<file path="src/rtl/sd_fifo_packer_pkg.sv">
package sd_fifo_packer_pkg;
  localparam logic [2:0] RA_MODE   = 3'd0;
  localparam logic [2:0] RA_CFG    = 3'd1;
  localparam logic [2:0] RA_STAT   = 3'd2;
  localparam logic [2:0] RA_DBG    = 3'd3;
  localparam logic [2:0] RA_BSIZE  = 3'd4;
  localparam logic [2:0] RA_BCOUNT = 3'd5;
  localparam logic [2:0] RA_DATA   = 3'd6;

  localparam int unsigned CF_DATA_IE  = 4;
  localparam int unsigned CF_BLOCK_IE = 8;

  localparam logic [31:0] DBG_RESET    = 32'h0000_C60F;
  localparam logic [3:0]  FSM_DATAMODE = 4'h1;
endpackage

</file>
<file path="src/rtl/sd_fifo_packer_fifo.sv">
module sd_fifo_packer_fifo #(
  parameter int unsigned DEPTH = 16,  // power of two
  parameter int unsigned W     = 32,
  localparam int unsigned PTR_W = $clog2(DEPTH),
  localparam int unsigned CNT_W = PTR_W + 1
) (
  input  logic             clk,
  input  logic             rst_n,
  input  logic             push,
  input  logic [W-1:0]     push_data,
  input  logic             pop,
  output logic [W-1:0]     head,
  output logic [CNT_W-1:0] fill,
  output logic             full,
  output logic             empty
);
  logic [W-1:0]     mem [DEPTH];
  logic [PTR_W-1:0] rd_pos;
  logic [PTR_W:0]   wsum;
  logic             do_push, do_pop;

  assign full    = (fill == CNT_W'(DEPTH));
  assign empty   = (fill == '0);
  assign do_push = push && !full;
  assign do_pop  = pop && !empty;
  assign wsum    = {1'b0, rd_pos} + fill;
  assign head    = empty ? '0 : mem[rd_pos];

  always_ff @(posedge clk) begin
    if (do_push) mem[wsum[PTR_W-1:0]] <= push_data;
  end

  always_ff @(posedge clk or negedge rst_n) begin
    if (!rst_n) begin
      rd_pos <= '0;
      fill   <= '0;
    end else begin
      if (do_pop) rd_pos <= rd_pos + PTR_W'(1);
      case ({do_push, do_pop})
        2'b10:   fill <= fill + CNT_W'(1);
        2'b01:   fill <= fill - CNT_W'(1);
        default: fill <= fill;
      endcase
    end
  end

  // level never exceeds the capacity
  a_r2_fill_bound: assert property (@(posedge clk) disable iff (!rst_n)
    fill <= CNT_W'(DEPTH));
  // push into a full buffer is dropped
  a_r2_full_drop: assert property (@(posedge clk) disable iff (!rst_n)
    (full && push && !pop) |=> (fill == CNT_W'(DEPTH)));
  // pop from an empty buffer changes nothing
  a_r2_empty_pop: assert property (@(posedge clk) disable iff (!rst_n)
    (empty && pop && !push) |=> (fill == '0));
endmodule

</file>
<file path="src/rtl/sd_fifo_packer_engine.sv">
module sd_fifo_packer_engine #(
  parameter int unsigned CNT_W = 25
) (
  input  logic             clk,
  input  logic             rst_n,
  input  logic             load,
  input  logic [CNT_W-1:0] load_val,
  input  logic             dir_read,
  input  logic             card_dready,
  input  logic             rx_valid,
  input  logic [7:0]       rx_data,
  output logic             rx_ready,
  output logic             tx_valid,
  output logic [7:0]       tx_data,
  input  logic             tx_ready,
  input  logic             fifo_full,
  input  logic             fifo_empty,
  input  logic [31:0]      fifo_head,
  input  logic             host_push,
  input  logic             host_pop,
  output logic             eng_push,
  output logic [31:0]      eng_push_data,
  output logic             eng_pop,
  output logic             rx_full_word,
  output logic             done
);
  logic [CNT_W-1:0] remain;
  logic [1:0]       rx_n;
  logic [31:0]      rx_acc;
  logic [31:0]      tx_word;
  logic [2:0]       tx_left;
  logic             active, last, rx_take, tx_take, byte_done;

  assign active   = (remain != '0);
  assign last     = (remain == CNT_W'(1));
  assign rx_ready = active && dir_read && card_dready && !fifo_full && !host_push && !load;
  assign rx_take  = rx_ready && rx_valid;
  assign tx_valid = active && !dir_read && (tx_left != 3'd0);
  assign tx_data  = tx_word[7:0];
  assign tx_take  = tx_valid && tx_ready;
  assign eng_pop  = active && !dir_read && (tx_left == 3'd0) && !fifo_empty && !host_pop && !load;

  assign eng_push_data = rx_acc | (32'(rx_data) << {rx_n, 3'b000});
  assign eng_push      = rx_take && ((rx_n == 2'd3) || last);
  assign rx_full_word  = rx_take && (rx_n == 2'd3);
  assign byte_done     = rx_take || tx_take;
  assign done          = byte_done && last && !load;

  always_ff @(posedge clk or negedge rst_n) begin
    if (!rst_n) begin
      remain  <= '0;
      rx_n    <= '0;
      rx_acc  <= '0;
      tx_word <= '0;
      tx_left <= '0;
    end else if (load) begin
      remain  <= load_val;
      rx_n    <= '0;
      rx_acc  <= '0;
      tx_left <= '0;
    end else begin
      if (byte_done) remain <= remain - CNT_W'(1);
      if (rx_take) begin
        if (eng_push) begin
          rx_n   <= '0;
          rx_acc <= '0;
        end else begin
          rx_n   <= rx_n + 2'd1;
          rx_acc <= eng_push_data;
        end
      end
      if (eng_pop) begin
        tx_word <= fifo_head;
        tx_left <= 3'd4;
      end else if (tx_take) begin
        tx_word <= tx_word >> 8;
        tx_left <= tx_left - 3'd1;
      end
    end
  end

  // a load sets the remaining count to the product
  a_r3_load: assert property (@(posedge clk) disable iff (!rst_n)
    load |=> (remain == $past(load_val)));
  // each accepted byte decrements the count by one
  a_r4_count: assert property (@(posedge clk) disable iff (!rst_n)
    (byte_done && !load) |=> (remain == $past(remain) - CNT_W'(1)));
  // no read byte accepted while the buffer is full
  a_r4_full_stall: assert property (@(posedge clk) disable iff (!rst_n)
    fifo_full |-> !rx_take);
endmodule

</file>
<file path="src/rtl/sd_fifo_packer.sv">
module sd_fifo_packer
  import sd_fifo_packer_pkg::*;
#(
  parameter int unsigned DEPTH   = 16,
  parameter int unsigned BSIZE_W = 16,
  parameter int unsigned BCNT_W  = 9,
  localparam int unsigned CNT_W  = BSIZE_W + BCNT_W,
  localparam int unsigned FILL_W = $clog2(DEPTH) + 1
) (
  input  logic        clk,
  input  logic        rst_n,
  input  logic        reg_wr,
  input  logic        reg_rd,
  input  logic [2:0]  reg_addr,
  input  logic [31:0] reg_wdata,
  output logic [31:0] reg_rdata,
  output logic        irq,
  input  logic        card_dready,
  input  logic        card_rx_valid,
  input  logic [7:0]  card_rx_data,
  output logic        card_rx_ready,
  output logic        card_tx_valid,
  output logic [7:0]  card_tx_data,
  input  logic        card_tx_ready
);
  logic               dir_read;
  logic [31:0]        cfg_q, dbg_q;
  logic [BSIZE_W-1:0] bsize_q;
  logic [BCNT_W-1:0]  bcnt_q;
  logic               st_data, st_sdio, st_block;

  logic               host_push, host_pop, load;
  logic [CNT_W-1:0]   load_val;
  logic               eng_push, eng_pop, rx_full_word, eng_done;
  logic [31:0]        eng_push_data, fifo_head;
  logic [FILL_W-1:0]  fifo_fill;
  logic               fifo_full, fifo_empty;

  assign host_push = reg_wr && (reg_addr == RA_DATA);
  assign host_pop  = reg_rd && (reg_addr == RA_DATA);
  assign load      = reg_wr && (reg_addr == RA_BCOUNT);
  assign load_val  = CNT_W'(reg_wdata[BCNT_W-1:0]) * CNT_W'(bsize_q);

  sd_fifo_packer_fifo #(.DEPTH(DEPTH), .W(32)) fifo_i (
    .clk       (clk),
    .rst_n     (rst_n),
    .push      (host_push || eng_push),
    .push_data (eng_push ? eng_push_data : reg_wdata),
    .pop       (host_pop || eng_pop),
    .head      (fifo_head),
    .fill      (fifo_fill),
    .full      (fifo_full),
    .empty     (fifo_empty)
  );

  sd_fifo_packer_engine #(.CNT_W(CNT_W)) eng_i (
    .clk           (clk),
    .rst_n         (rst_n),
    .load          (load),
    .load_val      (load_val),
    .dir_read      (dir_read),
    .card_dready   (card_dready),
    .rx_valid      (card_rx_valid),
    .rx_data       (card_rx_data),
    .rx_ready      (card_rx_ready),
    .tx_valid      (card_tx_valid),
    .tx_data       (card_tx_data),
    .tx_ready      (card_tx_ready),
    .fifo_full     (fifo_full),
    .fifo_empty    (fifo_empty),
    .fifo_head     (fifo_head),
    .host_push     (host_push),
    .host_pop      (host_pop),
    .eng_push      (eng_push),
    .eng_push_data (eng_push_data),
    .eng_pop       (eng_pop),
    .rx_full_word  (rx_full_word),
    .done          (eng_done)
  );

  always_ff @(posedge clk or negedge rst_n) begin
    if (!rst_n) begin
      dir_read <= 1'b0;
      cfg_q    <= '0;
      dbg_q    <= DBG_RESET;
      bsize_q  <= '0;
      bcnt_q   <= '0;
      st_data  <= 1'b0;
      st_sdio  <= 1'b0;
      st_block <= 1'b0;
    end else begin
      if (reg_wr) begin
        case (reg_addr)
          RA_MODE:   dir_read <= reg_wdata[0];
          RA_CFG:    cfg_q    <= reg_wdata;
          RA_BSIZE:  bsize_q  <= reg_wdata[BSIZE_W-1:0];
          RA_BCOUNT: bcnt_q   <= reg_wdata[BCNT_W-1:0];
          RA_DBG:    dbg_q    <= {reg_wdata[31:4],
                                  (reg_wdata[3:0] == 4'hF) ? 4'h0 : reg_wdata[3:0]};
          default:   ;
        endcase
      end
      if (eng_done) dbg_q[3:0] <= FSM_DATAMODE;

      st_data  <= (st_data  && !(reg_wr && reg_addr == RA_STAT && reg_wdata[0]))
                  || eng_push || eng_pop;
      st_sdio  <= (st_sdio  && !(reg_wr && reg_addr == RA_STAT && reg_wdata[8]))
                  || ((rx_full_word || eng_pop) && cfg_q[CF_DATA_IE]);
      st_block <= (st_block && !(reg_wr && reg_addr == RA_STAT && reg_wdata[9]))
                  || (eng_done && !dir_read && cfg_q[CF_BLOCK_IE]);
    end
  end

  assign irq = st_sdio || st_block;

  always_comb begin
    case (reg_addr)
      RA_MODE:   reg_rdata = {31'b0, dir_read};
      RA_CFG:    reg_rdata = cfg_q;
      RA_STAT:   reg_rdata = {22'b0, st_block, st_sdio, 7'b0, st_data};
      RA_DBG:    reg_rdata = {dbg_q[31:9], 5'(fifo_fill), dbg_q[3:0]};
      RA_BSIZE:  reg_rdata = 32'(bsize_q);
      RA_BCOUNT: reg_rdata = 32'(bcnt_q);
      RA_DATA:   reg_rdata = fifo_head;
      default:   reg_rdata = '0;
    endcase
  end

  // completion returns the state field to data mode
  a_r8_state: assert property (@(posedge clk) disable iff (!rst_n)
    eng_done |=> (dbg_q[3:0] == FSM_DATAMODE));
  // a write-side pop with data interrupts enabled raises bit 8
  a_r6_sdio: assert property (@(posedge clk) disable iff (!rst_n)
    (eng_pop && cfg_q[CF_DATA_IE]) |=> st_sdio);
  // an offered write byte is held until accepted
  a_r7_tx_hold: assert property (@(posedge clk) disable iff (!rst_n)
    (card_tx_valid && !card_tx_ready && !(reg_wr && (reg_addr == RA_MODE || reg_addr == RA_BCOUNT)))
    |=> (card_tx_valid && card_tx_data == $past(card_tx_data)));
  // irq follows the interrupt status bits
  a_r11_irq: assert property (@(posedge clk) disable iff (!rst_n)
    ($rose(irq)) |-> (st_sdio || st_block));
endmodule

</file>
<file path="config.mk">
export PLATFORM = sky130hd
export DESIGN_NAME = sd_fifo_packer
export DESIGN_NICKNAME = d
export VERILOG_FILES = /design/src/rtl/sd_fifo_packer_pkg.sv /design/src/rtl/sd_fifo_packer_fifo.sv /design/src/rtl/sd_fifo_packer_engine.sv /design/src/rtl/sd_fifo_packer.sv
export SDC_FILE = /design/constraint.sdc
export NUM_CORES = 1
export LEC_CHECK = 0
export BUFFER_PORTS_ARGS = -buffer_cell sky130_fd_sc_hd__buf_2
export CORE_ASPECT_RATIO = 0.75
export CORE_MARGIN = 2
export CORE_UTILIZATION = 55
export DETAILED_ROUTE_END_ITERATION = 10
export GPL_TIMING_DRIVEN = 0
export PLACE_DENSITY_LB_ADDON = 0.2
export REMOVE_ABC_BUFFERS = 1
export SYNTH_ARGS = -nofsm -noshare
export SYNTH_HDL_FRONTEND = slang
export SYNTH_SLANG_ARGS = --single-unit
</file>
<file path="constraint.sdc">
create_clock -name clk -period 8.1 [get_ports clk]
set_input_delay 1.215 -clock clk [delete_from_list [all_inputs] [get_ports clk]]
set_output_delay 1.215 -clock clk [all_outputs]
set_load 0.01 [all_outputs]
</file>
==> flow_summary.rst, run 1 <==
.. list-table::
   :header-rows: 1

   * - Metric
     - Value
   * - Top FF cell, synth
     - edfxtp_1
   * - Final count of hold timing violations
     - 0
   * - Half-perimeter wire length after detailed placement
     - between 60 and 70 mm
   * - Number of global-route vias before repair
     - around 22,000
   * - Average size of a mapped cell
     - ~14 um^2
   * - TritonCTS clock tree
     - built
   * - RSZ-0062 raised after global routing
     - no
   * - Number of unique standard cell types used by synthesis
     - 71
   * - Most instantiated cells after synthesis
     - 512 x edfxtp_1, 203 x nand2_1, 190 x mux2i_1
   * - Clock buffers created by TritonCTS
     - 66
   * - Clock-pin slew of the registers on the worst-case setup and hold paths
     - about 60 ps
   * - Number of enable flip-flop cells after synthesis
     - 512
   * - Global route total overflow
     - 0
   * - Die span in y
     - about 220 um
   * - Area of the core region
     - 0.0608 mm^2
   * - Non-Filler Instances
     - approximately 3,400
   * - Switching power of the nets
     - 5620 uW
   * - Worst hold path class
     - register to register
   * - Portion of total power attributed to the clock network
     - a little over a fifth
   * - Placement Rows
     - 78
   * - Layout-stage area growth over the synthesis result
     - 12.7%
   * - Proportion of power drawn by flip-flops and latches
     - approximately a third
   * - Number of gates resized after cts
     - 0
   * - Pint
     - between 8000 and 9000 uW
   * - Post-synthesis cell area
     - ~0.034 mm^2
   * - Share of layout cells above drive strength 1
     - 19.4%
   * - Clock skew
     - around 19 ps
   * - Maximum number of buffers from clock root to sink
     - 3
   * - Die W
     - between 200 and 300 um
   * - Capturing element type of the critical path
     - output pin
   * - Number of detailed-route iterations in the first pass
     - 5
   * - Maximum operating frequency
     - approximately 170 MHz
   * - Cell type with the highest aggregate area in the netlist
     - edfxtp_1
   * - Slew of the pin with the lowest slew margin
     - between 1000 and 1500 ps
   * - Arrival time worst endpoint
     - 4840 ps
   * - Number of warnings issued by yosys
     - 0
   * - Headroom to the max-slew limit
     - under 10%
   * - Antenna violations before repair
     - 5
   * - Power density relative to cell area
     - 373 mW/mm^2
   * - Max Cap Viol
     - 0
   * - Async set-reset flop share out of synthesis
     - ~27%
   * - Largest fanout on the critical path
     - 51
   * - Worst reg2reg setup slack
     - about 2600 ps
   * - Data required time at the worst endpoint
     - around 6900 ps
   * - Cells taking the most area after synthesis
     - edfxtp_1 45%, dfrtp_1 13%, fa_1 5.9%
   * - Number of failing setup endpoints in the final timing report
     - 0
   * - Comb power frac
     - between 40% and 50%
   * - Proportion of synthesized chip area in sequential cells
     - 59.2%
   * - First-pass GRT wire length
     - 138 mm
   * - Leakage power summed over all cells
     - about 0.015 uW
   * - Reg-to-reg critical path endpoint
     - fifo_i.mem[4][22]
   * - Number of levels the H-tree was split into
     - 3
   * - Library cell used as clock root buffer
     - clkbuf_16
   * - Most frequent cell after synthesis
     - edfxtp_1
   * - Detailed router's first-iteration violation count
     - ~2,300
   * - Worst VDD drop
     - approximately 370 uV
   * - Initial core utilization
     - roughly 56%
   * - Critical hold path startpoint
     - eng_i.tx_word[6]
   * - Hold path cells
     - 2
   * - Maximum number of pins on one net before global-route repair
     - 100
   * - Number of buffers inserted by hold repair at cts
     - 0
   * - Count of placed standard cells including taps
     - roughly 3,300
   * - Final estimated routing congestion in global placement
     - 0.866
   * - R2R cell count
     - 12
   * - Number of clock sinks
     - between 700 and 800
   * - Number of top-level pins
     - 93
   * - Antenna-violating nets left
     - 0
   * - Category of the most critical setup path
     - register to output pin
   * - Detailed-route vias per instance
     - about 6.4
   * - Die area
     - roughly 0.064 mm^2
   * - Final-layout worst hold slack
     - ~470 ps
   * - Number of setup buffers added after CTS
     - 0
   * - Startpoint type of the worst setup path
     - register
   * - Vias post-DR
     - 21,859
   * - # DRC
     - 0
   * - Status
     - finished, final reports clean
   * - Clock latency of the later-clocked register in the worst-skew pair
     - 600 ps
   * - Final max-slew violation count
     - 0
   * - Cells after synthesis
     - ~2,500
   * - Final routed wire length divided by cell count
     - 26.8 um
   * - Area fraction of the dominant cell type after synthesis
     - between 40% and 50%
   * - Routed wire length
     - 91.8 mm
   * - Switching Fraction
     - between 30% and 40%
   * - Global Route Usage Sum
     - approximately 29%
   * - Count of port buffers added during placement
     - 92
   * - Launch instance of the worst register-to-register path
     - eng_i.remain[4]
   * - Final net count
     - 2,776
   * - End point of the most critical hold path
     - eng_i.tx_word[6]
   * - Tmin final
     - slightly above 6000 ps
   * - Post-route fraction of the period consumed by the critical path
     - about 75%
   * - FF+latch count, synth
     - around 700
[final cells by class]
cell class	count	area [um^2]
clock inverter	38	302
clock buffer	84	1770
timing repair buffer	213	1780
sequential	703	20200
antenna	4	10.0
tap	800	1000
fill	4445	22400
multi-input combinational	1438	12800
inverter	145	544
[worst max path at each step]
| stage | endpoint | startpoint | cells past startpoint |
|---|---|---|---|
| floorplan | fifo_i.mem[0][0] | fifo_i.rd_pos[0] | 4 |
| global placement | fifo_i.fill[4] | reg_addr[1] | 15 |
| detailed placement | fifo_i.mem[4][22] | reg_addr[1] | 14 |
| CTS | reg_rdata[14] | fifo_i.rd_pos[0] | 11 |
| global route | reg_rdata[14] | fifo_i.rd_pos[0] | 11 |
| finish | reg_rdata[14] | fifo_i.rd_pos[0] | 11 |
[critical path, cell delays in order (launching register included)]
cell	delay, ps
dfrtp_4	860
buf_16	330
buf_16	300
buf_16	310
buf_16	360
mux2i_1	130
o221ai_1	270
o22ai_1	140
a211oi_1	620
mux2i_1	290
o22ai_1	310
buf_2	200
[flip-flops by register name, indices dropped and copies added, names as in the netlist]
name / count
st_sdio: 1
eng_i.rx_n: 2
fifo_i.mem: 512
eng_i.tx_word: 32
fifo_i.rd_pos: 4
bcnt_q: 9
eng_i.rx_acc: 32
st_block: 1
fifo_i.fill: 5
st_data: 1
eng_i.remain: 25
eng_i.tx_left: 3
bsize_q: 16
dir_read: 1
cfg_q: 32
dbg_q: 27
[per-stage QoR]
stage / total power [uW] / cell area [um^2] / setup slack, ps / utilization (%) / TNS [ps]
floorplan: 9550 / 33300 / -3370 / - / -1591020
global placement: 11300 / 34800 / -12020 / 57.2 / -5836270
detailed placement: 11200 / 36300 / 1610 / 59.7 / 0
CTS: 14300 / 38400 / 1970 / 63.1 / 0
global route: 15100 / 38400 / 1810 / 63.1 / 0
finish: 14300 / 38400 / 2050 / 63.1 / 0
[per-layer routing]
metal	share of wire, %	wire length [um]	vias to the layer above	global-route usage [%]
li1	-	-	9352	-
met4	1.9	1740	6	6.37
met5	0.038	35	-	0
met1	43	39600	11298	43.9
met3	10	9250	138	6.37
met2	45	41200	1065	44.2
[layout by cell type (no fill, tap or decap), drive strengths merged, types with 10 or more instances in the layout]
cell type | Yosys | layout
inv | 145 | 149
mux2i | 190 | 190
mux2 | 79 | 79
o22ai | 39 | 39
a211oi | 35 | 35
a21oi | 100 | 100
clkbuf | 107 | 84
a22oi | 10 | 10
fa | 101 | 101
nor4 | 26 | 26
nor3 | 21 | 21
buf | 63 | 213
and2 | 87 | 87
nand3 | 14 | 14
nand2 | 204 | 204
dfrtp | 183 | 183
mux4 | 65 | 65
or3 | 10 | 10
nor2 | 71 | 71
edfxtp | 512 | 512
xnor2 | 28 | 28
a22o | 42 | 42
o221ai | 64 | 64
o21ai | 65 | 65
ha | 58 | 58
xor2 | 18 | 18
clkinv | 0 | 28
[cells by family (layout without fill, tap and decap cells)]
| group | count (synthesis) | count (layout) | synth area share [%] |
|---|---|---|---|
| flops | 703 | 703 | 59.2 |
| mux | 334 | 334 | 12.5 |
| simple gates | 483 | 483 | 7.00 |
| other cells | 0 | 4 | 0 |
| fa+ha+maj | 159 | 159 | 8.07 |
| buf+inv | 315 | 480 | 3.70 |
| compound gates | 416 | 416 | 8.34 |
| xor+xnor | 46 | 46 | 1.18 |
[power groups by stage]
| stage | clock (uW) | combinational (uW) | sequential [uW] |
|---|---|---|---|
| after floorplan | 0 | 4680 | 4870 |
| after global placement | 0 | 6120 | 5150 |
| after detailed placement | 0 | 6380 | 4860 |
| after CTS | 3040 | 6420 | 4800 |
| after global routing | 3180 | 7110 | 4850 |
| final | 3010 | 6500 | 4810 |
No activity file was read; power rests on OpenSTA's default activity.
==> run 2, diff against run 1 <==
- ABC_AREA: default -> 1
- clock period: 8.1 -> 6.21 ns (I/O delays scaled with it)
==> flow_summary.rst, run 2 <==
.. list-table::
   :header-rows: 1

   * - Metric
     - Value
   * - Cells after synthesis
     - 3,869 (+58%)
   * - Number of setup buffers added after CTS
     - 0 (unchanged)
   * - Number of warnings issued by yosys
     - 0 (unchanged)
   * - Proportion of synthesized chip area in sequential cells
     - 56.3% (-3.0 points)
   * - Die W
     - 299 um (+2.6%)
   * - Post-synthesis share of cell area spent on and, or, nand and nor gates
     - 20.7% (+14 points)
   * - Number of failing setup endpoints in the final timing report
     - 0 (unchanged)
   * - Share of layout cells above drive strength 1
     - 7.69% (-12 points)
   * - Worst hold path class
     - input pin to async pin
   * - Post-route fraction of the period consumed by the critical path
     - approximately 90%
   * - Number of clock sinks
     - 703 (unchanged)
   * - Headroom to the max-slew limit
     - 4.25% (-4.7 points)
   * - Synth Area in XOR/XNOR
     - 0.562% (-0.62 points)
   * - Cell area after layout
     - 0.0399 mm^2 (+4.0%)
   * - Number of gates resized after cts
     - 0 (unchanged)
   * - First-pass GRT wire length
     - 154 mm (+12%)
   * - Area of the core region
     - 0.0649 mm^2 (+6.7%)
   * - Compound-Gate Fraction of Synth Area
     - 8.16% (-0.19 points)
   * - Sum of buffers and inverters on the critical path
     - 5 (unchanged)
   * - Post-synthesis cell area
     - 0.0358 mm^2 (+5.3%)
   * - Status
     - finished, final reports clean
   * - Cells taking the most area after synthesis
     - edfxtp_1 43%, nand2_1 15%, dfrtp_1 13%
   * - Cell type with the highest aggregate area in the netlist
     - edfxtp_1
   * - Final routed wire length divided by cell count
     - 21.4 um (-20%)
   * - Slowest stage cell, crit path
     - inv_2
   * - # DRC
     - 0 (unchanged)
   * - Number of detailed-route iterations in the first pass
     - 5 (unchanged)
   * - Category of the most critical setup path
     - input pin to register
   * - Leakage power summed over all cells
     - 0.0179 uW (+20%)
   * - Leading cell types in the layout, fill and taps excluded
     - 1,407 x nand2_1, 512 x edfxtp_1, 357 x inv_1, 201 x nor2_1, 198 x a21oi_1
   * - Clock buffers created by TritonCTS
     - 70 (+6.1%)
   * - Routed wire length
     - 103 mm (+12%)
   * - TritonCTS clock tree
     - built
   * - Top FF cell, synth
     - edfxtp_1
   * - Startpoint type of the worst setup path
     - input pin
   * - Initial core utilization
     - 55.3% (-0.75 points)
   * - Detailed router's first-iteration violation count
     - 3,235 (+38%)
   * - Async set-reset flop share out of synthesis
     - 27.2% (unchanged)
   * - Capturing element type of the critical path
     - register
   * - Placement Rows
     - 81 (+3.8%)
   * - Pre-CTS worst setup slack
     - 98.8 ps (-1510 ps)
   * - Power density relative to cell area
     - 463 mW/mm^2 (+24%)
   * - Die area
     - 0.0673 mm^2 (+5.2%)
   * - Clock latency of the later-clocked register in the worst-skew pair
     - 630 ps (+30 ps)
   * - Number of levels the H-tree was split into
     - 3 (unchanged)
   * - Main combinational cell family by area after synthesis
     - simple AND/OR/NAND/NOR gates
   * - Arrival time worst endpoint
     - 6150 ps (+1310 ps)
   * - Non-Filler Instances
     - 4,798 (+40%)
   * - Kind of cell adding the most delay to the critical path
     - simple AND/OR/NAND/NOR gates
   * - Maximum operating frequency
     - around 180 MHz
   * - Average size of a mapped cell
     - 9.26 um^2 (-33%)
   * - Critical path cell sequence
     - buf_2, inv_2, nor2_1, nand2_1, inv_2, nand2_4, clkinv_2, nor2_1, nand3_2, nand2_1, nand2_2, inv_2, nand2_1, nand2_1
   * - Final-layout worst hold slack
     - 108 ps (-366 ps)
   * - Layout-stage area growth over the synthesis result
     - 11.3%
   * - Vias post-DR
     - 27,120 (+24%)
   * - Number of global-route vias before repair
     - 24,948 (+15%)
   * - Final count of hold timing violations
     - 0 (unchanged)
   * - Portion of netlist area occupied by mux cells
     - 0.0279% (-12 points)
   * - Count of port buffers added during placement
     - 92 (unchanged)
   * - Worst reg2reg setup slack
     - 1330 ps (-1240 ps)
   * - Post-route worst setup slack
     - 618 ps (-1430 ps)
   * - Final max-slew violation count
     - 0 (unchanged)
   * - Library cell used as clock root buffer
     - clkbuf_16
   * - FF+latch count, synth
     - 703 (unchanged)
   * - Most frequent standard cell in the layout excluding fill and tap cells
     - nand2_1
   * - Max Cap Viol
     - 0 (unchanged)
   * - Number of top-level pins
     - 93 (unchanged)
   * - Cell Area, Placed
     - 0.0376 mm^2 (+3.7%)
   * - Max reg flops
     - 512 (unchanged)
   * - Tmin final
     - ~5600 ps
   * - Number of enable flip-flop cells after synthesis
     - 512 (unchanged)
   * - Global Route Usage Sum
     - 30.9% (+1.7 points)
   * - Slew of the pin with the lowest slew margin
     - 1430 ps (+69.0 ps)
   * - Maximum number of pins on one net before global-route repair
     - 133 (+33%)
   * - Final estimated routing congestion in global placement
     - 0.919 (+6.1%)
   * - Antenna violations before repair
     - 2 (-3)
   * - Area fraction of the dominant cell type after synthesis
     - 42.9% (-2.3 points)
   * - Worst VDD drop
     - 860 uV (+130%)
   * - Detailed-route vias per instance
     - 5.65 (-11%)
   * - Most instantiated cells after synthesis
     - 1,409 x nand2_1, 512 x edfxtp_1, 360 x inv_1
   * - Count of placed standard cells including taps
     - 4,667 (+41%)
   * - Clock skew
     - 24.4 ps (+5.70 ps)
   * - Largest fanout on the critical path
     - 81 (+59%)
   * - Most frequent cell after synthesis
     - nand2_1
   * - Die span in y
     - 225 um (+2.5%)
   * - Number of buffers inserted by hold repair at cts
     - 0 (unchanged)
   * - Total design power
     - 18,500 uW (+29%)
   * - Antenna-violating nets left
     - 0 (unchanged)
   * - Data required time at the worst endpoint
     - 6760 ps (-120 ps)
   * - RSZ-0062 raised after global routing
     - no
   * - Crit path top cell by count
     - nand2_1
   * - Half-perimeter wire length after detailed placement
     - 64.8 mm (+0.85%)
   * - Number of unique standard cell types used by synthesis
     - 50 (-30%)
   * - Delay of the slowest critical-path stage
     - 820 ps (-40 ps)
   * - Global route total overflow
     - 0 (unchanged)
   * - Final net count
     - 4,077 (+47%)
   * - Clock-pin slew of the registers on the worst-case setup and hold paths
     - 60 ps (about the same)
   * - Adder and majority cell fraction of the synthesized area
     - 7.67% (-0.40 points)
   * - Maximum number of buffers from clock root to sink
     - 3 (unchanged)
## run 2: cell types whose count changed after synthesis, moves of 119 or more
| cell | delta |
|---|---|
| mux2i_1 | -189 |
| nor2_1 | +147 |
| nand2_1 | +1206 |
| o21ai_0 | +119 |
| nand3_1 | +146 |
| inv_1 | +215 |
## run 2: power breakdown
part / total (uW) / switching, uW / internal, uW
clock network: 4210 / 1830 / 2380
registers: 6060 / 490 / 5570
logic: 8180 / 5600 / 2580
total: 18500 / 7920 / 10500
## run 2: logic make-up (layout without fill, tap and decap cells)
group | Yosys count | after routing
buffers and inverters | 584 | 640
other | 0 | 2
AND/OR/NAND/NOR | 1866 | 1866
adder cells (fa/ha/maj) | 159 | 159
XOR/XNOR | 23 | 23
multiplexers | 1 | 1
flip-flops | 703 | 703
AO/OA/AOI/OAI | 533 | 533
## run 2: cell type report
class	instances	area, um^2
clock buffers	98	1910
multi-input cells	2582	13500
repair buffers	137	1490
well taps	871	1090
inverters	374	1420
fillers	5420	25000
diodes	2	5.00
flip-flops and latches	703	20200
clock inverters	31	342
## run 2: routing by layer
layer | track usage, % | part of all wire (%) | vias up
met5 | 0 | 0 | -
met4 | 8.58 | 2.7 | 0
met3 | 7.38 | 12 | 183
met2 | 45.6 | 43 | 1382
met1 | 45.9 | 43 | 12945
li1 | - | - | 12610
## run 2: worst paths after layout
check	from	endpoint	cells after the start
max	reg_addr[0]	eng_i.tx_word[5]	14
min	rst_n	eng_i.remain[9]	1
max reg2reg	bsize_q[12]	eng_i.remain[13]	17
min reg2reg	eng_i.tx_word[4]	eng_i.tx_word[4]	2
max in group asynchronous	rst_n	dbg_q[10]	3
min in group clk	eng_i.tx_word[4]	eng_i.tx_word[4]	2
## run 2: worst reg2reg max path, stage by stage, from the launching register on
cell and delay [ps]:
dfrtp_1 800, nand2_1 190, fa_1 570, inv_1 50, fa_1 490, fa_1 540
inv_1 50, fa_1 470, inv_1 40, ha_1 330, nand2_1 170, inv_1 60
a21oi_1 210, nand3_1 190, o21ai_0 350, o21ai_0 140, nand2_1 90, nand2_1 50
## run 2: stage by stage
step / utilization [%] / TNS, ps
final: 61.5 / 0
after CTS: 61.5 / 0
after detailed placement: 58.0 / 0
after global routing: 61.5 / 0
after floorplan: - / -744710
after global placement: 56.2 / -4535050
